[src/rtl/isb_pkg.sv]
package isb_pkg;

    typedef enum logic [2:0] {
        ST_IDLE,
        ST_LOOK,
        ST_DEM_REQ,
        ST_PF_REQ,
        ST_DEM_WAIT,
        ST_SB_WAIT
    } isb_state_e;

    localparam int STAT_N    = 3;
    localparam int STAT_HIT  = 0;
    localparam int STAT_SB   = 1;
    localparam int STAT_MISS = 2;

endpackage

[src/rtl/isb_icache_store.sv]
module isb_icache_store #(
    parameter int ADDR_W = 16,
    parameter int DATA_W = 32,
    parameter int SETS   = 16
) (
    input  logic              clk,
    input  logic              rst_n,
    input  logic [ADDR_W-1:0] rd_addr,
    output logic              rd_hit,
    output logic [DATA_W-1:0] rd_data,
    input  logic              wr_en,
    input  logic [ADDR_W-1:0] wr_addr,
    input  logic [DATA_W-1:0] wr_data
);
    localparam int IDX_W = $clog2(SETS);
    localparam int TAG_W = ADDR_W - IDX_W;

    logic [SETS-1:0]   vld_d, vld_q;
    logic [TAG_W-1:0]  tag_d [SETS];
    logic [TAG_W-1:0]  tag_q [SETS];
    logic [DATA_W-1:0] dat_d [SETS];
    logic [DATA_W-1:0] dat_q [SETS];

    logic [IDX_W-1:0] ridx, widx;
    assign ridx = rd_addr[IDX_W-1:0];
    assign widx = wr_addr[IDX_W-1:0];

    // read side: compare the stored tag at the indexed set
    assign rd_hit  = vld_q[ridx] && (tag_q[ridx] == rd_addr[ADDR_W-1:IDX_W]);
    assign rd_data = dat_q[ridx];

    always_comb begin
        vld_d = vld_q;
        tag_d = tag_q;
        dat_d = dat_q;
        if (wr_en) begin
            vld_d[widx] = 1'b1;
            tag_d[widx] = wr_addr[ADDR_W-1:IDX_W];
            dat_d[widx] = wr_data;
        end
    end

    always_ff @(posedge clk) begin
        if (!rst_n) begin
            vld_q <= '0;
        end else begin
            vld_q <= vld_d;
        end
        tag_q <= tag_d;
        dat_q <= dat_d;
    end

endmodule

[src/rtl/isb_stream_entry.sv]
module isb_stream_entry #(
    parameter int ADDR_W  = 16,
    parameter int DATA_W  = 32,
    parameter int STALE_W = 2
) (
    input  logic              clk,
    input  logic              rst_n,
    input  logic [ADDR_W-1:0] look_addr,
    input  logic              alloc,
    input  logic [ADDR_W-1:0] alloc_addr,
    input  logic              kill,
    input  logic              pf_rsp_valid,
    input  logic [DATA_W-1:0] pf_rsp_data,
    output logic              match,
    output logic              ready,
    output logic [DATA_W-1:0] data
);
    typedef struct packed {
        logic               v;
        logic               pend;
        logic [ADDR_W-1:0]  tag;
        logic [DATA_W-1:0]  data;
        logic [STALE_W-1:0] stale;
    } sb_s;

    sb_s sb_d, sb_q;

    assign match = sb_q.v && (sb_q.tag == look_addr);
    assign ready = match && !sb_q.pend;
    assign data  = sb_q.data;

    // order inside one cycle: arriving data, then invalidation, then a new allocation
    always_comb begin
        sb_d = sb_q;
        if (pf_rsp_valid) begin
            if (sb_q.stale != '0) begin
                sb_d.stale = sb_q.stale - 1'b1;
            end else if (sb_q.pend) begin
                sb_d.data = pf_rsp_data;
                sb_d.pend = 1'b0;
            end
        end
        if (kill) begin
            sb_d.v = 1'b0;
            if (sb_d.pend) begin
                sb_d.pend  = 1'b0;
                sb_d.stale = sb_d.stale + 1'b1;
            end
        end
        if (alloc) begin
            sb_d.v    = 1'b1;
            sb_d.pend = 1'b1;
            sb_d.tag  = alloc_addr;
        end
    end

    always_ff @(posedge clk) begin
        if (!rst_n) begin
            sb_q <= '0;
        end else begin
            sb_q <= sb_d;
        end
    end

endmodule

[src/rtl/isb_stat_counters.sv]
module isb_stat_counters #(
    parameter int N     = 3,
    parameter int CNT_W = 16
) (
    input  logic             clk,
    input  logic             rst_n,
    input  logic [N-1:0]     inc,
    output logic [N*CNT_W-1:0] cnt
);
    for (genvar g = 0; g < N; g++) begin : g_cnt
        logic [CNT_W-1:0] c_d, c_q;
        always_comb begin
            c_d = c_q;
            if (inc[g]) c_d = c_q + 1'b1;
        end
        always_ff @(posedge clk) begin
            if (!rst_n) c_q <= '0;
            else        c_q <= c_d;
        end
        assign cnt[g*CNT_W +: CNT_W] = c_q;
    end

endmodule

[src/rtl/isb_ctrl.sv]
module isb_ctrl
    import isb_pkg::*;
#(
    parameter int ADDR_W = 16,
    parameter int DATA_W = 32
) (
    input  logic              clk,
    input  logic              rst_n,
    input  logic              cpu_req_valid,
    input  logic [ADDR_W-1:0] cpu_req_addr,
    output logic              cpu_req_ready,
    output logic              cpu_rsp_valid,
    output logic [DATA_W-1:0] cpu_rsp_data,
    output logic [STAT_N-1:0] stat,
    output logic              mem_req_valid,
    input  logic              mem_req_ready,
    output logic [ADDR_W-1:0] mem_req_addr,
    output logic              mem_req_pf,
    input  logic              mem_rsp_valid,
    input  logic              mem_rsp_pf,
    input  logic [DATA_W-1:0] mem_rsp_data,
    output logic [ADDR_W-1:0] cur_addr,
    input  logic              ch_hit,
    input  logic [DATA_W-1:0] ch_data,
    output logic              cw_en,
    output logic [DATA_W-1:0] cw_data,
    input  logic              sb_match,
    input  logic              sb_ready,
    input  logic [DATA_W-1:0] sb_data,
    output logic              sb_alloc,
    output logic [ADDR_W-1:0] sb_alloc_addr,
    output logic              sb_kill
);
    localparam logic [ADDR_W-1:0] ONE = ADDR_W'(1);

    typedef struct packed {
        isb_state_e        st;
        logic [ADDR_W-1:0] addr;
        logic              dem;
        logic              rsp_v;
        logic [DATA_W-1:0] rsp_d;
        logic [STAT_N-1:0] stat;
    } ctl_s;

    ctl_s c_d, c_q;

    logic dem_arrives;
    assign dem_arrives = mem_rsp_valid && !mem_rsp_pf;

    assign cpu_req_ready = (c_q.st == ST_IDLE);
    assign cpu_rsp_valid = c_q.rsp_v;
    assign cpu_rsp_data  = c_q.rsp_d;
    assign stat          = c_q.stat;
    assign cur_addr      = c_q.addr;
    assign mem_req_valid = (c_q.st == ST_DEM_REQ) || (c_q.st == ST_PF_REQ);
    assign mem_req_pf    = (c_q.st == ST_PF_REQ);
    assign mem_req_addr  = (c_q.st == ST_PF_REQ) ? c_q.addr + ONE : c_q.addr;
    assign sb_alloc_addr = c_q.addr + ONE;

    always_comb begin
        c_d      = c_q;
        c_d.rsp_v = 1'b0;
        c_d.stat  = '0;
        cw_en    = 1'b0;
        cw_data  = mem_rsp_data;
        sb_alloc = 1'b0;
        sb_kill  = 1'b0;
        unique case (c_q.st)
            ST_IDLE: begin
                if (cpu_req_valid) begin
                    c_d.addr = cpu_req_addr;
                    c_d.st   = ST_LOOK;
                end
            end
            ST_LOOK: begin
                if (ch_hit) begin
                    c_d.rsp_v          = 1'b1;
                    c_d.rsp_d          = ch_data;
                    c_d.stat[STAT_HIT] = 1'b1;
                    c_d.st             = ST_IDLE;
                end else if (sb_match) begin
                    if (sb_ready) begin
                        cw_en             = 1'b1;
                        cw_data           = sb_data;
                        c_d.rsp_v         = 1'b1;
                        c_d.rsp_d         = sb_data;
                        c_d.stat[STAT_SB] = 1'b1;
                        c_d.dem           = 1'b0;
                        c_d.st            = ST_PF_REQ;
                    end else begin
                        c_d.st = ST_SB_WAIT;
                    end
                end else begin
                    sb_kill = 1'b1;
                    c_d.dem = 1'b1;
                    c_d.st  = ST_DEM_REQ;
                end
            end
            ST_DEM_REQ: begin
                if (mem_req_ready) c_d.st = ST_PF_REQ;
            end
            ST_PF_REQ: begin
                // the demand block may come back before the prefetch is accepted
                if (c_q.dem && dem_arrives) begin
                    cw_en               = 1'b1;
                    c_d.rsp_v           = 1'b1;
                    c_d.rsp_d           = mem_rsp_data;
                    c_d.stat[STAT_MISS] = 1'b1;
                    c_d.dem             = 1'b0;
                end
                if (mem_req_ready) begin
                    sb_alloc = 1'b1;
                    c_d.st   = c_d.dem ? ST_DEM_WAIT : ST_IDLE;
                end
            end
            ST_DEM_WAIT: begin
                if (dem_arrives) begin
                    cw_en               = 1'b1;
                    c_d.rsp_v           = 1'b1;
                    c_d.rsp_d           = mem_rsp_data;
                    c_d.stat[STAT_MISS] = 1'b1;
                    c_d.dem             = 1'b0;
                    c_d.st              = ST_IDLE;
                end
            end
            ST_SB_WAIT: begin
                if (sb_ready) c_d.st = ST_LOOK;
            end
            default: c_d.st = ST_IDLE;
        endcase
    end

    always_ff @(posedge clk) begin
        if (!rst_n) begin
            c_q <= '0;
        end else begin
            c_q <= c_d;
        end
    end

endmodule

[src/rtl/isb_prefetch_top.sv]
module isb_prefetch_top
    import isb_pkg::*;
#(
    parameter int ADDR_W  = 16,
    parameter int DATA_W  = 32,
    parameter int SETS    = 16,
    parameter int CNT_W   = 16,
    parameter int STALE_W = 2
) (
    input  logic              clk,
    input  logic              rst_n,
    input  logic              cpu_req_valid,
    input  logic [ADDR_W-1:0] cpu_req_addr,
    output logic              cpu_req_ready,
    output logic              cpu_rsp_valid,
    output logic [DATA_W-1:0] cpu_rsp_data,
    output logic              mem_req_valid,
    input  logic              mem_req_ready,
    output logic [ADDR_W-1:0] mem_req_addr,
    output logic              mem_req_pf,
    input  logic              mem_rsp_valid,
    input  logic              mem_rsp_pf,
    input  logic [DATA_W-1:0] mem_rsp_data,
    output logic              stat_hit,
    output logic              stat_sb,
    output logic              stat_miss,
    output logic [CNT_W-1:0]  cnt_hit,
    output logic [CNT_W-1:0]  cnt_sb,
    output logic [CNT_W-1:0]  cnt_miss
);
    logic [ADDR_W-1:0]       cur_addr;
    logic                    ch_hit;
    logic [DATA_W-1:0]       ch_data;
    logic                    cw_en;
    logic [DATA_W-1:0]       cw_data;
    logic                    sb_match, sb_ready, sb_alloc, sb_kill;
    logic [DATA_W-1:0]       sb_data;
    logic [ADDR_W-1:0]       sb_alloc_addr;
    logic [STAT_N-1:0]       stat;
    logic [STAT_N*CNT_W-1:0] cnt_flat;

    isb_ctrl #(.ADDR_W(ADDR_W), .DATA_W(DATA_W)) u_ctrl (
        .clk(clk), .rst_n(rst_n),
        .cpu_req_valid(cpu_req_valid), .cpu_req_addr(cpu_req_addr),
        .cpu_req_ready(cpu_req_ready), .cpu_rsp_valid(cpu_rsp_valid),
        .cpu_rsp_data(cpu_rsp_data), .stat(stat),
        .mem_req_valid(mem_req_valid), .mem_req_ready(mem_req_ready),
        .mem_req_addr(mem_req_addr), .mem_req_pf(mem_req_pf),
        .mem_rsp_valid(mem_rsp_valid), .mem_rsp_pf(mem_rsp_pf),
        .mem_rsp_data(mem_rsp_data), .cur_addr(cur_addr),
        .ch_hit(ch_hit), .ch_data(ch_data), .cw_en(cw_en), .cw_data(cw_data),
        .sb_match(sb_match), .sb_ready(sb_ready), .sb_data(sb_data),
        .sb_alloc(sb_alloc), .sb_alloc_addr(sb_alloc_addr), .sb_kill(sb_kill)
    );

    isb_icache_store #(.ADDR_W(ADDR_W), .DATA_W(DATA_W), .SETS(SETS)) u_cache (
        .clk(clk), .rst_n(rst_n),
        .rd_addr(cur_addr), .rd_hit(ch_hit), .rd_data(ch_data),
        .wr_en(cw_en), .wr_addr(cur_addr), .wr_data(cw_data)
    );

    isb_stream_entry #(.ADDR_W(ADDR_W), .DATA_W(DATA_W), .STALE_W(STALE_W)) u_sb (
        .clk(clk), .rst_n(rst_n),
        .look_addr(cur_addr), .alloc(sb_alloc), .alloc_addr(sb_alloc_addr),
        .kill(sb_kill), .pf_rsp_valid(mem_rsp_valid && mem_rsp_pf),
        .pf_rsp_data(mem_rsp_data),
        .match(sb_match), .ready(sb_ready), .data(sb_data)
    );

    isb_stat_counters #(.N(STAT_N), .CNT_W(CNT_W)) u_cnt (
        .clk(clk), .rst_n(rst_n), .inc(stat), .cnt(cnt_flat)
    );

    assign stat_hit  = stat[STAT_HIT];
    assign stat_sb   = stat[STAT_SB];
    assign stat_miss = stat[STAT_MISS];
    assign cnt_hit   = cnt_flat[STAT_HIT*CNT_W  +: CNT_W];
    assign cnt_sb    = cnt_flat[STAT_SB*CNT_W   +: CNT_W];
    assign cnt_miss  = cnt_flat[STAT_MISS*CNT_W +: CNT_W];

endmodule

[config.mk]
export PLATFORM = sky130hd
export DESIGN_NAME = isb_prefetch_top
export DESIGN_NICKNAME = d
export VERILOG_FILES = /design/src/rtl/isb_pkg.sv /design/src/rtl/isb_icache_store.sv /design/src/rtl/isb_stream_entry.sv /design/src/rtl/isb_stat_counters.sv /design/src/rtl/isb_ctrl.sv /design/src/rtl/isb_prefetch_top.sv
export SDC_FILE = /design/constraint.sdc
export NUM_CORES = 1
export LEC_CHECK = 0
export CAP_MARGIN = 20
export CELL_PAD_IN_SITES_DETAIL_PLACEMENT = 2
export CELL_PAD_IN_SITES_GLOBAL_PLACEMENT = 2
export CORE_MARGIN = 10
export CORE_UTILIZATION = 45
export CTS_BUF_LIST = sky130_fd_sc_hd__clkbuf_4 sky130_fd_sc_hd__clkbuf_8 sky130_fd_sc_hd__clkbuf_16
export DETAILED_ROUTE_END_ITERATION = 6
export GPL_TIMING_DRIVEN = 0
export PLACE_DENSITY_LB_ADDON = 0.1
export SKIP_CTS_REPAIR_TIMING = 1
export SLEW_MARGIN = 20
export SYNTH_ARGS = -nofsm -noshare
export SYNTH_HDL_FRONTEND = slang
export SYNTH_HIERARCHICAL = 1
export SYNTH_SLANG_ARGS = --single-unit
[constraint.sdc]
create_clock -name clk -period 16.31 [get_ports clk]
set_input_delay 1.631 -clock clk [delete_from_list [all_inputs] [get_ports clk]]
set_output_delay 1.631 -clock clk [all_outputs]
set_load 0.03 [all_outputs]
==> impl_metrics.env <==
export IMPL_via_count=20850
export IMPL_syn_area_per_cell_um2=17.55
export IMPL_fmax_mhz=149.9
export IMPL_slew_headroom_pct=23.03
export IMPL_synth_area_um2=35850
export IMPL_finalSetupTns_ns=0
export IMPL_ys_warn_count=6
export IMPL_clkSinkCount=876
export IMPL_rows=103
export IMPL_place_hpwl_mm=77.91
export IMPL_ys_async_sr_fraction_pct=0
export IMPL_whs_ns=0.4635
export IMPL_min_period_ns=6.672
export IMPL_initial_core_util_pct=45.38
export IMPL_routed_wl_mm=113.8
export IMPL_drtPass1Iterations=5
export IMPL_rr_endpoint="u_cache/dat_q[499]"
export IMPL_fin_crit_sh_pct=40.91
export IMPL_layout_drive_gt1_share_pct=27.79
export IMPL_die_area_um2=91350
export IMPL_htreeDepth=3
export IMPL_r2r_start="u_ctrl/cur_addr[2]"
export IMPL_grt_max_degree=24
export IMPL_powerDensity_nw_per_um2=112.0
export IMPL_ant_nets=0
export IMPL_synth_fp_nets=2101
export IMPL_grt_ovfl_total=0
export IMPL_crit_type="reg -> reg"
export IMPL_post_route_util_pct=54.29
export IMPL_startpoint_type="register"
export IMPL_fp_dieW_um=302.2
export IMPL_drt_initial_drc_count=1779
export IMPL_syn_inst=2043
export IMPL_finalHoldViolCount=0
export IMPL_post_route_drc_count=0
export IMPL_via_per_inst=5.980
export IMPL_grt_pass1_wl_mm=165.3
export IMPL_final_cell_area_um2=42890
export IMPL_arrival_ns=7.01
export IMPL_cp_max_fo=10
export IMPL_hold_class="reg -> reg"
export IMPL_syn2layout_area_growth_pct=19.65
export IMPL_grt_usage_pct=24.86
export IMPL_hold_path_endpoint="u_cache/vld_q[11]"
export IMPL_clk_latency_ns=0.65
export IMPL_clk_pin_slew_worst_paths_ns=0.06
export IMPL_fin_nets=2417
export IMPL_antenna_cells=0
export IMPL_die_y_um=302.2
export IMPL_synth_flop_cell="edfxtp_1"
export IMPL_rsz0062_at_grt="false"
export IMPL_coreArea_um2=79000
export IMPL_setup_viol=0
export IMPL_placed_area_um2=39950
export IMPL_io_pins=157
export IMPL_antenna_found_initial=2
export IMPL_cts_root_buffer="clkbuf_16"
export IMPL_slew_viol_final=0
export IMPL_finClkSkew_ns=0.02524
export IMPL_rrSetupSlack_ns=9.64
export IMPL_leakagePower_nw=13.95
export IMPL_wl_per_cell_um=32.63
export IMPL_critPathCaptureType="register"
export IMPL_worstHoldStart="u_cache/vld_q[11]"
export IMPL_cts_tree="done"
export IMPL_tightest_slew_ns=1.155
export IMPL_seq_area_frac_synth_pct=68.58
export IMPL_port_buffers=156
export IMPL_ys_types=77
export IMPL_r2r_worst_path_cells=19
export IMPL_drv_cap=0
export IMPL_status="finished clean"
export IMPL_synth_seq_cells=876
export IMPL_synth_edf_count=704
export IMPL_grt_pass1_vias=23150
export IMPL_gp_congestion=0.7938
export IMPL_hold_depth=1
export IMPL_critical_path_required_ns=16.65
export IMPL_cts_buffer_depth=3
export IMPL_peakVddDrop_mv=0.09043
export IMPL_cts_inserted_buffers=92
==> state kept, by name, summed over array words and instances, names as in the netlist, 16 cells and up <==
register and count:
u_sb/sb_q 20, u_ctrl/cpu_rsp_data 32, u_sb/data 32, u_cnt/g_cnt.c_q 48, u_cache/tag_q 192, u_cache/vld_q 16, u_ctrl/cur_addr 16, u_cache/dat_q 512
==> cell usage after synthesis (6+ instances only) <==
master     instances  area share [%]
nor2_1            72            0.75
or3_1              6            0.10
clkbuf_1          33            0.35
edfxtp_1         704              59
mux4_1             9            0.66
buf_2             42            0.59
a21oi_1           36            0.50
nand3_1           20            0.28
mux4_2           203              13
nand4_1           26            0.45
o2bb2ai_1         32            0.78
xor2_1            51             1.2
nor2b_1           23            0.40
xnor2_1           40            0.98
o21a_1            19            0.40
mux2_2            33             1.0
inv_1             14            0.15
mux2i_1           44             1.2
nand2_1          138             1.4
a21boi_2          30            0.94
buf_1             11            0.12
and2_1             8            0.14
nand2b_1          13            0.23
buf_6             11            0.35
o21ai_0           12            0.17
dfxtp_1          172             9.6
nor3_1            25            0.35
buf_4             97             2.0
nor4_1            11            0.19
and3_1             6            0.10
a222oi_1          30            0.84
==> cells by family after synthesis <==
logic type / Yosys count / share of synthesized area [%]
AOI/OAI and AO/OA: 191 / 4.422
xor gates and xnor gates: 91 / 2.223
adders and majority gates: 4 / 0.1396
buffers and inverters: 215 / 3.696
DFF: 876 / 68.58
muxes: 289 / 15.68
and+or+nand+nor: 377 / 5.260
==> per-layer routing <==
layer  global-route usage, %  up-vias  share of wire, %
met3                   3.417      164               4.9
met4                   6.473        2               2.5
met5                       0        -            0.0070
met2                   44.40      657                53
li1                        -     8664                 -
met1                   31.47    11360                40
==> worst max path at each step <==
stage | start | to | cells past startpoint
floorplan | u_ctrl/cur_addr[0] | u_cache/dat_q[480] | 15
global route | u_ctrl/cur_addr[2] | u_cache/dat_q[499] | 19
finish | u_ctrl/cur_addr[2] | u_cache/dat_q[499] | 19
global placement | u_ctrl/cur_addr[2] | u_cache/dat_q[491] | 15
detailed placement | u_ctrl/cur_addr[2] | u_cache/dat_q[492] | 19
CTS | u_ctrl/cur_addr[2] | u_cache/dat_q[499] | 19
==> per-stage QoR <==
stage / cells / setup WS, ns / power [mW]
2_1_floorplan: 2043 / 9.347 / 2.667
3_3_place_gp: 3249 / 3.153 / 2.771
3_5_place_dp: 3315 / 9.653 / 2.788
4_1_cts: 3486 / 9.574 / 4.848
5_1_grt: 3486 / 9.321 / 4.950
6_report: 3486 / 9.638 / 4.804
==> layout make-up <==
| cell class | count | area (um2) |
|---|---|---|
| plain buffers | 197 | 1257 |
| inverters | 18 | 67.56 |
| well taps | 1050 | 1314 |
| clock inverters | 53 | 400.4 |
| fillers | 6814 | 36110 |
| clock buffers | 118 | 2539 |
| multi-input cells | 952 | 10050 |
| flip-flops and latches | 876 | 24580 |
| repair buffers | 222 | 2680 |
==> worst max-delay path, cell delays in order (launching register included) <==
cell	delay (ns)
dfxtp_1	0.48
buf_4	0.25
buf_2	0.28
buf_2	0.42
buf_2	0.49
buf_2	0.52
o22ai_1	0.15
a41oi_1	0.30
nor4_2	0.18
nor2b_1	0.22
and3_1	0.38
buf_4	0.26
buf_4	0.26
or2_2	0.25
or3b_2	0.60
nor3_2	0.36
buf_4	0.25
buf_4	0.23
buf_4	0.24
buf_6	0.18
==> layout by cell type (no fill, tap or decap), types with 13 or more instances in the layout <==
cell             synthesis  layout
a21boi_2                30      30
dfxtp_1                172     172
nand2_1                138     138
nand3_1                 20      20
mux2_2                  33      33
mux2i_1                 44      44
xnor2_1                 40      40
a21oi_1                 36      36
nor2_1                  72      60
buf_6                   11      17
buf_4                   97     122
a222oi_1                30      30
inv_1                   14      14
buf_2                   42      43
edfxtp_1               704     704
clkbuf_1                33      33
buf_16                   0      23
o2bb2ai_1               32      32
clkbuf_16                0      94
clkinv_1                 3      21
clkinv_2                 0      23
xor2_1                  51      51
clkbuf_4                 0      23
nor2b_1                 23      23
nand2b_1                13      13
mux4_2                 203     203
o21a_1                  19      19
nand4_1                 26      26
nor3_1                  25      21
clkdlybuf4s50_1          0     155
==> power by group <==
| part | switching, mW | total, mW | internal [mW] |
|---|---|---|---|
| combinational | 0.186 | 0.316 | 0.130 |
| clock | 0.884 | 2.06 | 1.18 |
| sequential | 0.00638 | 2.42 | 2.42 |
| total | 1.08 | 4.80 | 3.73 |
No activity file was read; power rests on OpenSTA's default activity.
